===== src/rtl/sat_pkg.sv =====
package sat_pkg;
  typedef enum logic [1:0] {
    FMT_I2S  = 2'b00,
    FMT_LJ   = 2'b01,
    FMT_RJW  = 2'b10,
    FMT_RJ16 = 2'b11
  } fmt_e;
endpackage


===== src/rtl/sat_bclk_gen.sv =====
module sat_bclk_gen #(
  parameter int HALF_DIV = 2
) (
  input  logic clk,
  input  logic rst_n,
  output logic bclk,
  output logic fall_tick
);
  localparam int CW = (HALF_DIV > 1) ? $clog2(HALF_DIV) : 1;

  logic [CW-1:0] cnt_q, cnt_d;
  logic          bclk_q, bclk_d;
  logic          edge_tick;

  always_comb begin
    edge_tick = (cnt_q == CW'(HALF_DIV - 1));
    cnt_d     = edge_tick ? '0 : cnt_q + 1'b1;
    bclk_d    = edge_tick ? ~bclk_q : bclk_q;
  end

  always_ff @(posedge clk or negedge rst_n) begin
    if (!rst_n) begin
      cnt_q  <= '0;
      bclk_q <= 1'b0;
    end else begin
      cnt_q  <= cnt_d;
      bclk_q <= bclk_d;
    end
  end

  assign bclk      = bclk_q;
  assign fall_tick = edge_tick & bclk_q;
endmodule


===== src/rtl/sat_frame_ctl.sv =====
module sat_frame_ctl #(
  parameter int SAMPLE_W = 20,
  parameter int SLOT_W   = 32
) (
  input  logic                          clk,
  input  logic                          rst_n,
  input  logic                          fall_tick,
  input  logic                          in_valid,
  input  logic [SAMPLE_W-1:0]           in_left,
  input  logic [SAMPLE_W-1:0]           in_right,
  output logic                          in_ready,
  output logic [$clog2(SLOT_W):0]       nxt_slot,
  output logic [SAMPLE_W-1:0]           nxt_word
);
  localparam int SB = $clog2(SLOT_W) + 1;

  logic [SB-1:0]       slot_q, slot_d;
  logic [SAMPLE_W-1:0] left_q, left_d, right_q, right_d;
  logic                load;

  always_comb begin
    load    = fall_tick & (&slot_q);
    slot_d  = fall_tick ? slot_q + 1'b1 : slot_q;
    left_d  = left_q;
    right_d = right_q;
    if (load) begin
      left_d  = in_valid ? in_left  : '0;
      right_d = in_valid ? in_right : '0;
    end
    nxt_word = slot_d[SB-1] ? right_d : left_d;
  end

  always_ff @(posedge clk or negedge rst_n) begin
    if (!rst_n) begin
      slot_q  <= '1;
      left_q  <= '0;
      right_q <= '0;
    end else begin
      slot_q  <= slot_d;
      left_q  <= left_d;
      right_q <= right_d;
    end
  end

  assign in_ready = load;
  assign nxt_slot = slot_d;

  // the handshake window is never wider than one clock
  p_ready_once_r10: assert property (@(posedge clk) disable iff (!rst_n)
    in_ready |=> !in_ready);
  // a load restarts the slot count at the first left slot
  p_load_wrap_r10: assert property (@(posedge clk) disable iff (!rst_n)
    load |=> (slot_q == '0));
endmodule


===== src/rtl/sat_bit_pick.sv =====
module sat_bit_pick #(
  parameter int SAMPLE_W = 20,
  parameter int SLOT_W   = 32
) (
  input  sat_pkg::fmt_e                 fmt,
  input  logic [$clog2(SLOT_W)-1:0]     pos,
  input  logic [SAMPLE_W-1:0]           word,
  output logic                          bit_o
);
  localparam int SHORT_W = 16;

  int k;
  int idx;

  always_comb begin
    k = int'(pos);
    unique case (fmt)
      sat_pkg::FMT_I2S:  idx = SAMPLE_W - k;
      sat_pkg::FMT_LJ:   idx = SAMPLE_W - 1 - k;
      sat_pkg::FMT_RJW:  idx = SLOT_W - 1 - k;
      default:           idx = (SLOT_W - 1 - k) + (SAMPLE_W - SHORT_W);
    endcase
    bit_o = 1'b0;
    for (int i = 0; i < SAMPLE_W; i++) begin
      if (idx == i) bit_o = word[i];
    end
  end
endmodule


===== src/rtl/sat_tx.sv =====
module sat_tx #(
  parameter int SAMPLE_W = 20,
  parameter int SLOT_W   = 32,
  parameter int HALF_DIV = 2
) (
  input  logic                clk,
  input  logic                rst_n,
  input  logic [1:0]          fmt,
  input  logic                en_pri,
  input  logic                en_sec,
  input  logic                en_clk,
  input  logic                in_valid,
  input  logic [SAMPLE_W-1:0] in_left,
  input  logic [SAMPLE_W-1:0] in_right,
  output logic                in_ready,
  output logic                sd_pri,
  output logic                sd_sec,
  output logic                ws,
  output logic                sclk
);
  localparam int PW = $clog2(SLOT_W);
  localparam int SB = PW + 1;

  logic [1:0]          rs_q;
  logic                rst_core_n;
  logic                bclk, fall_tick;
  logic [SB-1:0]       nxt_slot;
  logic [SAMPLE_W-1:0] nxt_word;
  logic                pick;
  logic                bit_q, bit_d, ws_q, ws_d;
  sat_pkg::fmt_e       fmt_sel;

  always_ff @(posedge clk or negedge rst_n) begin
    if (!rst_n) rs_q <= 2'b00;
    else        rs_q <= {rs_q[0], 1'b1};
  end
  assign rst_core_n = rs_q[1];

  assign fmt_sel = sat_pkg::fmt_e'(fmt);

  sat_bclk_gen #(.HALF_DIV(HALF_DIV)) u_bclk (
    .clk(clk), .rst_n(rst_core_n), .bclk(bclk), .fall_tick(fall_tick)
  );

  sat_frame_ctl #(.SAMPLE_W(SAMPLE_W), .SLOT_W(SLOT_W)) u_frame (
    .clk(clk), .rst_n(rst_core_n), .fall_tick(fall_tick),
    .in_valid(in_valid), .in_left(in_left), .in_right(in_right),
    .in_ready(in_ready), .nxt_slot(nxt_slot), .nxt_word(nxt_word)
  );

  sat_bit_pick #(.SAMPLE_W(SAMPLE_W), .SLOT_W(SLOT_W)) u_pick (
    .fmt(fmt_sel), .pos(nxt_slot[PW-1:0]), .word(nxt_word), .bit_o(pick)
  );

  always_comb begin
    bit_d = fall_tick ? pick : bit_q;
    ws_d  = fall_tick ? nxt_slot[SB-1] : ws_q;
  end

  always_ff @(posedge clk or negedge rst_core_n) begin
    if (!rst_core_n) begin
      bit_q <= 1'b0;
      ws_q  <= 1'b1;
    end else begin
      bit_q <= bit_d;
      ws_q  <= ws_d;
    end
  end

  assign sd_pri = en_pri & bit_q;
  assign sd_sec = en_pri & en_sec & bit_q;
  assign sclk   = en_pri & en_clk & bclk;
  assign ws     = ws_q;

  // serial data moves only with a falling bit clock
  p_data_on_fall_r6: assert property (@(posedge clk) disable iff (!rst_core_n)
    (bit_q != $past(bit_q)) |-> (!bclk && $past(bclk)));
  // word select moves only with a falling bit clock
  p_ws_on_fall_r5: assert property (@(posedge clk) disable iff (!rst_core_n)
    (ws_q != $past(ws_q)) |-> (!bclk && $past(bclk)));
  // secondary data never shows a 1 that the primary lacks
  p_sec_within_pri_r8: assert property (@(posedge clk) disable iff (!rst_core_n)
    sd_sec |-> sd_pri);
  // a taken pair starts with the left half
  p_left_after_load_r10: assert property (@(posedge clk) disable iff (!rst_core_n)
    in_ready |=> !ws_q);
endmodule


===== config.mk =====
export PLATFORM = sky130hd
export DESIGN_NAME = sat_tx
export DESIGN_NICKNAME = d
export VERILOG_FILES = /design/src/rtl/sat_pkg.sv /design/src/rtl/sat_bclk_gen.sv /design/src/rtl/sat_frame_ctl.sv /design/src/rtl/sat_bit_pick.sv /design/src/rtl/sat_tx.sv
export SDC_FILE = /design/constraint.sdc
export NUM_CORES = 1
export LEC_CHECK = 0
export BUFFER_PORTS_ARGS = -buffer_cell sky130_fd_sc_hd__buf_2
export CELL_PAD_IN_SITES_DETAIL_PLACEMENT = 1
export CELL_PAD_IN_SITES_GLOBAL_PLACEMENT = 2
export CORE_ASPECT_RATIO = 0.5
export CORE_UTILIZATION = 31
export CTS_CLUSTER_DIAMETER = 60
export DETAILED_ROUTE_END_ITERATION = 10
export PLACE_DENSITY_LB_ADDON = 0.1
export SYNTH_ARGS = -nofsm -noshare
export SYNTH_HDL_FRONTEND = slang
export SYNTH_SLANG_ARGS = --single-unit
export TNS_END_PERCENT = 30

===== constraint.sdc =====
create_clock -name clk -period 1.4 [get_ports clk]
set_input_delay 0.07 -clock clk [delete_from_list [all_inputs] [get_ports clk]]
set_output_delay 0.07 -clock clk [all_outputs]
set_load 0.02 [all_outputs]

### Word-level counts from Yosys, hierarchy flattened

Cells that the tools add are included.

* add/sub/neg operators: 6
* equal/unequal tests: 21
* mux-type cells: 28
* bitwise operators: 8
* reduce and logical (&&, ||, !) cells: 3

Operators with widths (number)
* 32-bit by 5-bit == test with 1-bit output, second input constant: 8
* 32-bit by 4-bit == test with 1-bit output, second input constant: 4
* 32-bit by 6-bit == test with 1-bit output, second input constant: 4
* 20-bit 2-to-1 mux: 5
* 32-bit one-hot mux with 3 select lines: 1
* 32-bit by 3-bit == test with 1-bit output, second input constant: 2
* 32-bit by 4-bit adder with 32-bit output, second input constant: 1
* 32-bit by 2-bit == test with 1-bit output, second input constant: 1
* 32-bit zero test: 1
* 1-bit 2-to-1 mux: 21
* 5-bit by 5-bit subtractor with 6-bit output, first input constant: 3
* 1-bit AND: 7
* 6-bit by 1-bit adder with 6-bit output, second input constant: 1
* 6-bit 2-to-1 mux: 1
* 6-bit AND reduction: 1
* 2-bit by 1-bit == test with 1-bit output, second input constant: 1
* 2-bit == test, second input constant: 1
* 2-bit zero test: 1
* 1-bit adder, second input constant: 1
* 1-bit NOT: 1

* bits in registers: 52
* input port bits: 48
* output and inout port bits: 5
* logic and storage cells: 74

### Depth between registers and ports, before layout

Gate-level depths: netlist (run 1).

* depth after elaboration: 26
* gate-level depth with buffers: 14
* depth with buffers taken out: 13

### Modules after synthesis

A second synthesis (run 1) with hierarchy kept.

* cells, all modules: 336
* area, all modules: 3677.3 um^2

Modules (own cells, without submodules)
* sat_frame_ctl: times used 1, cells an instance 223, area each 2717.6 um^2, seq. area each 1158.6 um^2
* sat_bit_pick: times used 1, cells an instance 98, area each 735.7 um^2, seq. area each 0.0 um^2
* sat_tx: times used 1, cells an instance 10, area each 153.9 um^2, seq. area each 101.3 um^2
* sat_bclk_gen: times used 1, cells an instance 5, area each 70.1 um^2, seq. area each 50.0 um^2

### Least setup slack after synthesis (run 1)

Ideal clock, no wire load.

* kind: reg2reg
* start: register u_frame.slot_q[1]
* end: register bit_q
* library setup time: 82 ps
* arrival: 2665 ps
* slack: -1347 ps
* cell stages (with the launch flop): 12
* buffers on the path: 0
* clock period less this slack: 2747 ps
* path through: dfstp_2 ha_1 mux2i_1 ha_1 or3b_1 o22ai_1 mux2_1 nand2_1 o32a_1 o311ai_1 nand4_1 a31oi_1

* longest elaborated chain between the ends: 26
* elaborated cells between the ends (all ways): 52
* those cells by class: 5 x add/sub; 19 x eq/ne; 25 x mux; 1 x bitwise; 2 x reduce/logical

Ends and longest elaborated chain
* start: declaration: RTL line sat_frame_ctl.sv:17 `logic [SB-1:0] slot_q, slot_d;`
* start signal: assignment: RTL line sat_frame_ctl.sv:39 `slot_q <= slot_d;`
* 6-bit by 1-bit adder with 6-bit output: RTL line sat_frame_ctl.sv:23 `slot_d = fall_tick ? slot_q + 1'b1 : slot_q;`
* 6-bit 2-to-1 mux: RTL line sat_frame_ctl.sv:23
* 5-bit by 5-bit subtractor with 6-bit output: RTL line sat_bit_pick.sv:20, sat_bit_pick.sv:21
* 32-bit by 4-bit adder with 32-bit output: RTL line sat_bit_pick.sv:21 `default: idx = (SLOT_W - 1 - k) + (SAMPLE_W - SHORT_W);`
* 32-bit one-hot mux with 3 select lines: RTL line sat_bit_pick.sv:17 `unique case (fmt)`
* 32-bit zero test: RTL line sat_bit_pick.sv:25 `if (idx == i) bit_o = word[i];`
* 1-bit 2-to-1 mux (19 in series): RTL line sat_bit_pick.sv:25
* 1-bit 2-to-1 mux (*): RTL line sat_bit_pick.sv:25
* end signal: assignment: RTL line sat_tx.sv:65 `bit_q <= bit_d;`
* end: declaration: RTL line sat_tx.sv:30 `logic bit_q, bit_d, ws_q, ws_d;`

Mark *: on every way between the ends. The rest lies on a longest branch, timed or not.
A chain may end at the register's enable or synchronous reset.

### Final worst setup path (run 1)

* start: register u_frame.slot_q[0]
* end: register bit_q

The elaborated chain is that of the path after synthesis.

==> flow_summary_export.csv, run 1 <==
group,metric,value,unit
run_status,status,"finished with violations",
run_status,violations,"negative setup slack",
critical_path,worstPathRequired,1630,ps
floorplan,die_width,148.3,um
global_route,overflow,0,
cts,cts_sinks,52,
critical_path,cp_max_fo,5,
timing,rsz0062_at_grt,"true",
cells_and_area,finalNonFillerCells,691,
critical_path,critPathKind,"reg2reg",
detailed_routing,via_per_inst,5.288,
placed_design,dp_hpwl,9209,um
synth,yosysWarnings,0,
floorplan,die_h,75.17,um
pwr,p_per_area,624.8,nW/um^2
detailed_routing,wire_per_inst,19.89,um
cells_and_area,antenna_cells,0,
cts,clk_latency,300,ps
cts,tritoncts,"yes",
detailed_routing,drc,0,
critical_path,arrival,3050,ps
synth,yosysTopAreaCell,"dfrtp_1",
timing,finalMaxSlewViolations,0,
timing,worst_slack,-1425,ps
placed_design,placed_cells,657,
synth,ys_ff_latch,52,
cells_and_area,drive_above_1_share,0.5572,
pwr,power_switching_share,0.2449,
timing,relSlewSlack,0.6727,
detailed_routing,dr_total_vias,3654,
timing,max_freq,353.9,MHz
synth,ys_seq_area_frac,0.3946,
synth,ys.flop_type,"dfrtp_1",
global_route,antenna_found_initial,0,
synth,synth_common_cells,"63 x nand2_1, 45 x dfrtp_1, 39 x o21ai_0",
pwr,p_leak,2.603,nW
timing,period_needed,2825,ps
job,max_cap_viol_count,0,
synth,synth_async_sr_flop_share,1.000,
pwr,p_total,3.567,mW
min_path,hold_class,"in2reg",
detailed_routing,first_pass_iters,4,
placed_design,pre_cts_ws,-1424,ps
synth,yosys-top-cells-area,"dfrtp_1 34%, nand2_1 7.1%, o21ai_0 5.9%",
pwr,internal_power,2.694,mW
floorplan,die_area,11150,um^2
synth,synth_top_area_share,0.3392,
timing,hold_viol_final,0,
global_route,grt_pass1_wl,21400,um
cts,root_buffer,"clkbuf_16",
detailed_routing,ant_nets,0,
critical_path,slowest_delay,590,ps
critical_path,cpMostUsedCell,"ha_4",
placed_design,place_area,4703,um^2
synth,synth_nets,436,
cts,htree_levels,2,
synth,yosysMostFrequentCell,"nand2_1",
global_route,grt_pass1_vias,3849,
global_route,grt_max_degree,51,
placed_design,io_buffers,52,
cells_and_area,post-route-cell-area,5709,um^2
timing,period_share,2.018,
detailed_routing,drt_iter0_drc,144,
critical_path,critPathLaunchType,"flop",
cts,clkSlewWorstSetupHoldPaths,70,ps
cts,cts_buffer_depth,2,
critical_path,cp_top_family,"simple AND/OR/NAND/NOR gates",
pwr,switching_power,0.8735,mW
pwr,power_frac_seq,0.444,
floorplan,num_io_pins,53,
critical_path,slowest_stage,"dfstp_2",
timing,finClkSkew,5.884,ps
synth,synth-edff-count,0,
timing,worst_slew_pin_slew,477.2,ps
global_route,grt_use_total,0.2595,
floorplan,initial_core_util,0.3219,
critical_path,path_cells,"ha_4 -> mux2i_4 -> ha_4 -> or3b_4 -> o22ai_4 -> mux2_4 -> buf_4 -> a32oi_1 -> nor4b_2 -> a21oi_1 -> a31oi_1",
timing,setup_violations,47,
critical_path,crit_path_end_kind,"flop",
floorplan,std_cell_rows,26,
detailed_routing,finalWirelength,13750,um
pwr,pwr-share-comb,0.151,
critical_path,cp.buffers_inverters,1,
timing,hold_ws,24.85,ps
pwr,p_clk_frac,0.405,
synth,syn-cell-area,3319,um^2
pwr,vdd_drop_max,0.0004736,V
synth,synth_area_per_cell,8.644,um^2
synth,syn-instance-count,384,
floorplan,core-area,10310,um^2
synth,synth_cell_type_count,64,
cells_and_area,finish.net_count,602,
cells_and_area,area_delta_synth_final,71.99,%
placed_design,place_congestion,0.8376,
cts,numCtsBuffers,5,
==> layout by cell type (no fill, tap or decap), types with 11 or more instances in the layout <==
master,Yosys,routed
buf_6,4,21
or2_4,0,13
buf_4,3,99
nand4_1,11,11
buf_2,8,51
o211ai_1,15,15
dfrtp_1,45,44
o21ai_2,1,11
nand2_1,63,48
o21ai_1,2,19
==> worst reg2reg max path, cell delays in order, from the launching register on <==
cell     delay [ps]
dfstp_2         590
ha_4            230
mux2i_4         200
ha_4            180
or3b_4          420
o22ai_4         190
mux2_4          230
buf_4           120
a32oi_1          70
nor4b_2         280
a21oi_1          80
a31oi_1         170
==> layout make-up <==
| class | count | area, um^2 |
|---|---|---|
| Clock inverter | 2 | 35.03 |
| Timing Repair Buffer | 189 | 1623 |
| Clock buffer | 6 | 128.9 |
| Sequential cell | 52 | 1311 |
| Inverter | 12 | 50.05 |
| Fill cell | 1150 | 4603 |
| Tap cell | 140 | 175.2 |
| Multi-Input combinational cell | 290 | 2386 |
==> path summary, 6_finish.rpt <==
check,from,endpoint,slack (ps),cells after the start
worst max-delay path,u_frame.slot_q[0],bit_q,-1430,11
worst max register to register,u_frame.slot_q[0],bit_q,-1430,11
min in group asynchronous,rst_n,rs_q[1],70,2
worst min register to register,rs_q[1],u_frame.left_q[1],260,1
max in group asynchronous,rs_q[1],u_frame.slot_q[1],850,1
worst min-delay path,in_right[9],u_frame.right_q[9],20,3
==> layer usage <==
layer | GRT usage | wire (um) | vias to the layer above | part of all wire
met3 | 0.03636 | 454 | 12 | 0.033
met4 | 0.05727 | 110 | 0 | 0.0080
li1 | - | - | 1710 | -
met5 | 0 | 0 | - | 0
met2 | 0.4570 | 6663 | 77 | 0.48
met1 | 0.3449 | 6517 | 1855 | 0.47
==> per-stage QoR <==
stage	utilization	setup TNS, ps
final	0.5536	-18170
after CTS	0.5306	-19330
after detailed placement	0.4561	-20930
after floorplan	-	-14440
after global placement	0.4561	-18560
after global routing	0.5536	-20490
==> sequential cells by signal, indices dropped and copies added (netlist names) <==
register,flops
bit_q,1
rs_q,2
u_bclk.bclk,1
u_bclk.cnt_q,1
u_frame.left_q,20
u_frame.right_q,20
u_frame.slot_q,6
ws,1
==> timing repair <==
action | in CTS | in global routing
gates cloned | 6 | 0
hold endpoints to repair | 2 | 0
gates resized for setup | 89 | 47
hold buffers | 1 | 0
pin swaps | 21 | 10
endpoints found under the setup margin | 46 | 47
buffers inserted | 10 | 11
==> kinds of logic (layout without fill, tap and decap cells) <==
kind of cell | count (synthesis) | count (layout) | synth area share
AND/OR/NAND/NOR | 162 | 163 | 0.2544
adder cells (fa/ha/maj) | 4 | 4 | 0.01508
other | 1 | 1 | 0.001130
multiplexers | 11 | 11 | 0.03618
AO/OA/AOI/OAI | 104 | 104 | 0.2062
flip-flops | 52 | 52 | 0.3946
XOR/XNOR | 7 | 7 | 0.02412
buffers and inverters | 43 | 209 | 0.06822
==> power groups by stage <==
| stage | logic (mW) | clock network, mW | registers [mW] |
|---|---|---|---|
| 6_report | 0.538 | 1.44 | 1.59 |
| 5_1_grt | 0.587 | 1.55 | 1.59 |
| 4_1_cts | 0.525 | 1.48 | 1.58 |
| 3_5_place_dp | 0.485 | 0 | 1.61 |
| 3_3_place_gp | 0.471 | 0 | 1.61 |
| 2_1_floorplan | 0.226 | 0 | 1.62 |
(Power assumes the default switching activity.)
==> run 2, diff against run 1 <==
Settings changed: CORE_MARGIN set to 8, CORE_UTILIZATION 31 to 32, CTS_BUF_LIST set to sky130_fd_sc_hd__clkbuf_4 sky130_fd_sc_hd__clkbuf_8.
==> flow_summary_export.csv, run 2 (synthesis results as in run 1) <==
group,metric,value,unit
detailed_routing,first_pass_iters,4,
global_route,antenna_found_initial,0,
cells_and_area,ff_latch_area,1311,um^2
floorplan,num_io_pins,53,
detailed_routing,drt_iter0_drc,159,
cts,holdBufCountCts,5,
detailed_routing,finalWirelength,13740,um
critical_path,worstPathRequired,1650,ps
floorplan,std_cell_rows,26,
floorplan,die_h,88.02,um
cts,numCtsBuffers,5,
pwr,p_leak,2.503,nW
critical_path,crit_path_end_kind,"flop",
timing,finalMaxSlewViolations,0,
job,max_cap_viol_count,0,
pwr,vdd_drop_max,0.0003704,V
cts,clk_latency,330,ps
cells_and_area,largest_registers,"u_frame.left_q: 20 flops, u_frame.right_q: 20 flops, u_frame.slot_q: 6 flops",
placed_design,placed_cells,654,
cells_and_area,fillers,1171,
cells_and_area,final_cell_mix,"96 x buf_4, 51 x buf_2, 47 x nand2_1, 44 x dfrtp_1, 20 x buf_6",
cells_and_area,finalNonFillerCells,694,
timing,tns,-20920,ps
floorplan,core-area,10150,um^2
placed_design,dp_hpwl,9243,um
cts,root_buffer,"clkbuf_8",
pwr,p_total,3.447,mW
timing,setup_violations,46,
timing,period_needed,2814,ps
placed_design,place_area,4681,um^2
floorplan,die_width,160.0,um
detailed_routing,wire_per_inst,19.80,um
cells_and_area,area_delta_synth_final,69.39,%
global_route,overflow,0,
timing,hold_ws,-17.54,ps
floorplan,initial_core_util,0.3270,
floorplan,die_area,14090,um^2
cells_and_area,finish.utilization,0.5540,
cells_and_area,antenna_cells,0,
pwr,p_per_area,613.1,nW/um^2
placed_design,pre_cts_ws,-1388,ps
detailed_routing,dr_total_vias,3670,
cts,htree_levels,2,
global_route,grt_pass1_vias,4039,
cts,cts_buffer_depth,2,
timing,rsz0062_at_grt,"true",
timing,hold_viol_final,6,
cells_and_area,layout_commonest_cell,"buf_4",
cells_and_area,drive_above_1_share,0.5632,
cts,cts_sinks,52,
timing,finClkSkew,9.258,ps
cells_and_area,multi_input_area,2317,um^2
placed_design,io_buffers,52,
min_path,hold_class,"in2reg",
cells_and_area,post-route-cell-area,5623,um^2
placed_design,place_congestion,0.8800,
critical_path,critPathLaunchType,"flop",
detailed_routing,drc,0,
global_route,grt_max_degree,51,
cells_and_area,finish.net_count,605,
run_status,violations,"negative hold slack, negative setup slack",
critical_path,cp_max_fo,5,
timing,relSlewSlack,0.6410,
timing,worst_slack,-1414,ps
timing,max_freq,355.4,MHz
global_route,grt_pass1_wl,21920,um
critical_path,critPathKind,"reg2reg",
critical_path,arrival,3070,ps
global_route,grt_use_total,0.1967,
cts,tritoncts,"yes",
cts,clkSlewWorstSetupHoldPaths,110,ps
timing,period_share,2.010,
run_status,status,"finished with violations",
detailed_routing,via_per_inst,5.288,
timing,worst_slew_pin_slew,533.6,ps
detailed_routing,ant_nets,0,
-- run 2: cell count changes in the layout (fill, tap and decap cells not counted), moves of 4 or more --
cell,delta
o21ai_2,+8
a21boi_2,+4
clkbuf_16,-4
o21ai_1,-7
a21boi_4,-4
clkbuf_8,+5
nor3_2,+5
dlygate4sd3_1,+4
nor3_4,-4
buf_8,+5
-- run 2: cell type report --
type                            instances  share of cell area
Multi-Input combinational cell        290              0.4121
Timing Repair Buffer                  192              0.2902
Sequential cell                        52              0.2332
Tap cell                              140             0.03115
Clock buffer                            5             0.01224
Clock inverter                          3             0.01224
Inverter                               12            0.008901
-- run 2: what timing repair did --
| action | in CTS | in global routing |
|---|---|---|
| gates cloned | 4 | 1 |
| gates resized for setup | 95 | 42 |
| endpoints found under the hold margin | 14 | 2 |
| setup buffers | 18 | 9 |
| pin swaps | 27 | 11 |
| endpoints found under the setup margin | 46 | 47 |
-- run 2: worst max-delay path, stage by stage, from the launching register on --
cell and delay (ps):
dfstp_2 590, ha_4 220, mux2i_4 190, ha_4 170, or3b_4 410, o22ai_4 200, mux2_4 230, nand2_2 60
o32a_1 290, o311ai_1 90, nand4_1 150, a31oi_1 140
-- run 2: report_power, final --
part           switching, mW  internal (mW)  total [mW]
clock network          0.601          0.721        1.32
registers             0.0239           1.56        1.59
logic                  0.248          0.292       0.540
total                  0.873           2.57        3.45
-- run 2: metal layers --
metal / global-route usage / part of all wire / up-vias
li1: - / - / 1723
met5: 0 / 0 / -
met1: 0.2466 / 0.46 / 1858
met2: 0.3430 / 0.48 / 79
met4: 0.04040 / 0.0081 / 0
met3: 0.04644 / 0.055 / 10
-- run 2: path summary, 6_finish.rpt --
| path | end | cells after the start | slack [ps] | from |
|---|---|---|---|---|
| setup / recovery | bit_q | 11 | -1410 | u_frame.slot_q[0] |
| min in group asynchronous | rs_q[1] | 2 | 30 | rst_n |
| setup reg to reg | bit_q | 11 | -1410 | u_frame.slot_q[0] |
| hold reg to reg | u_frame.right_q[8] | 1 | 270 | rs_q[1] |
| hold / removal | u_frame.left_q[8] | 3 | -20 | in_left[8] |
| max in group asynchronous | u_frame.slot_q[2] | 1 | 820 | rs_q[1] |
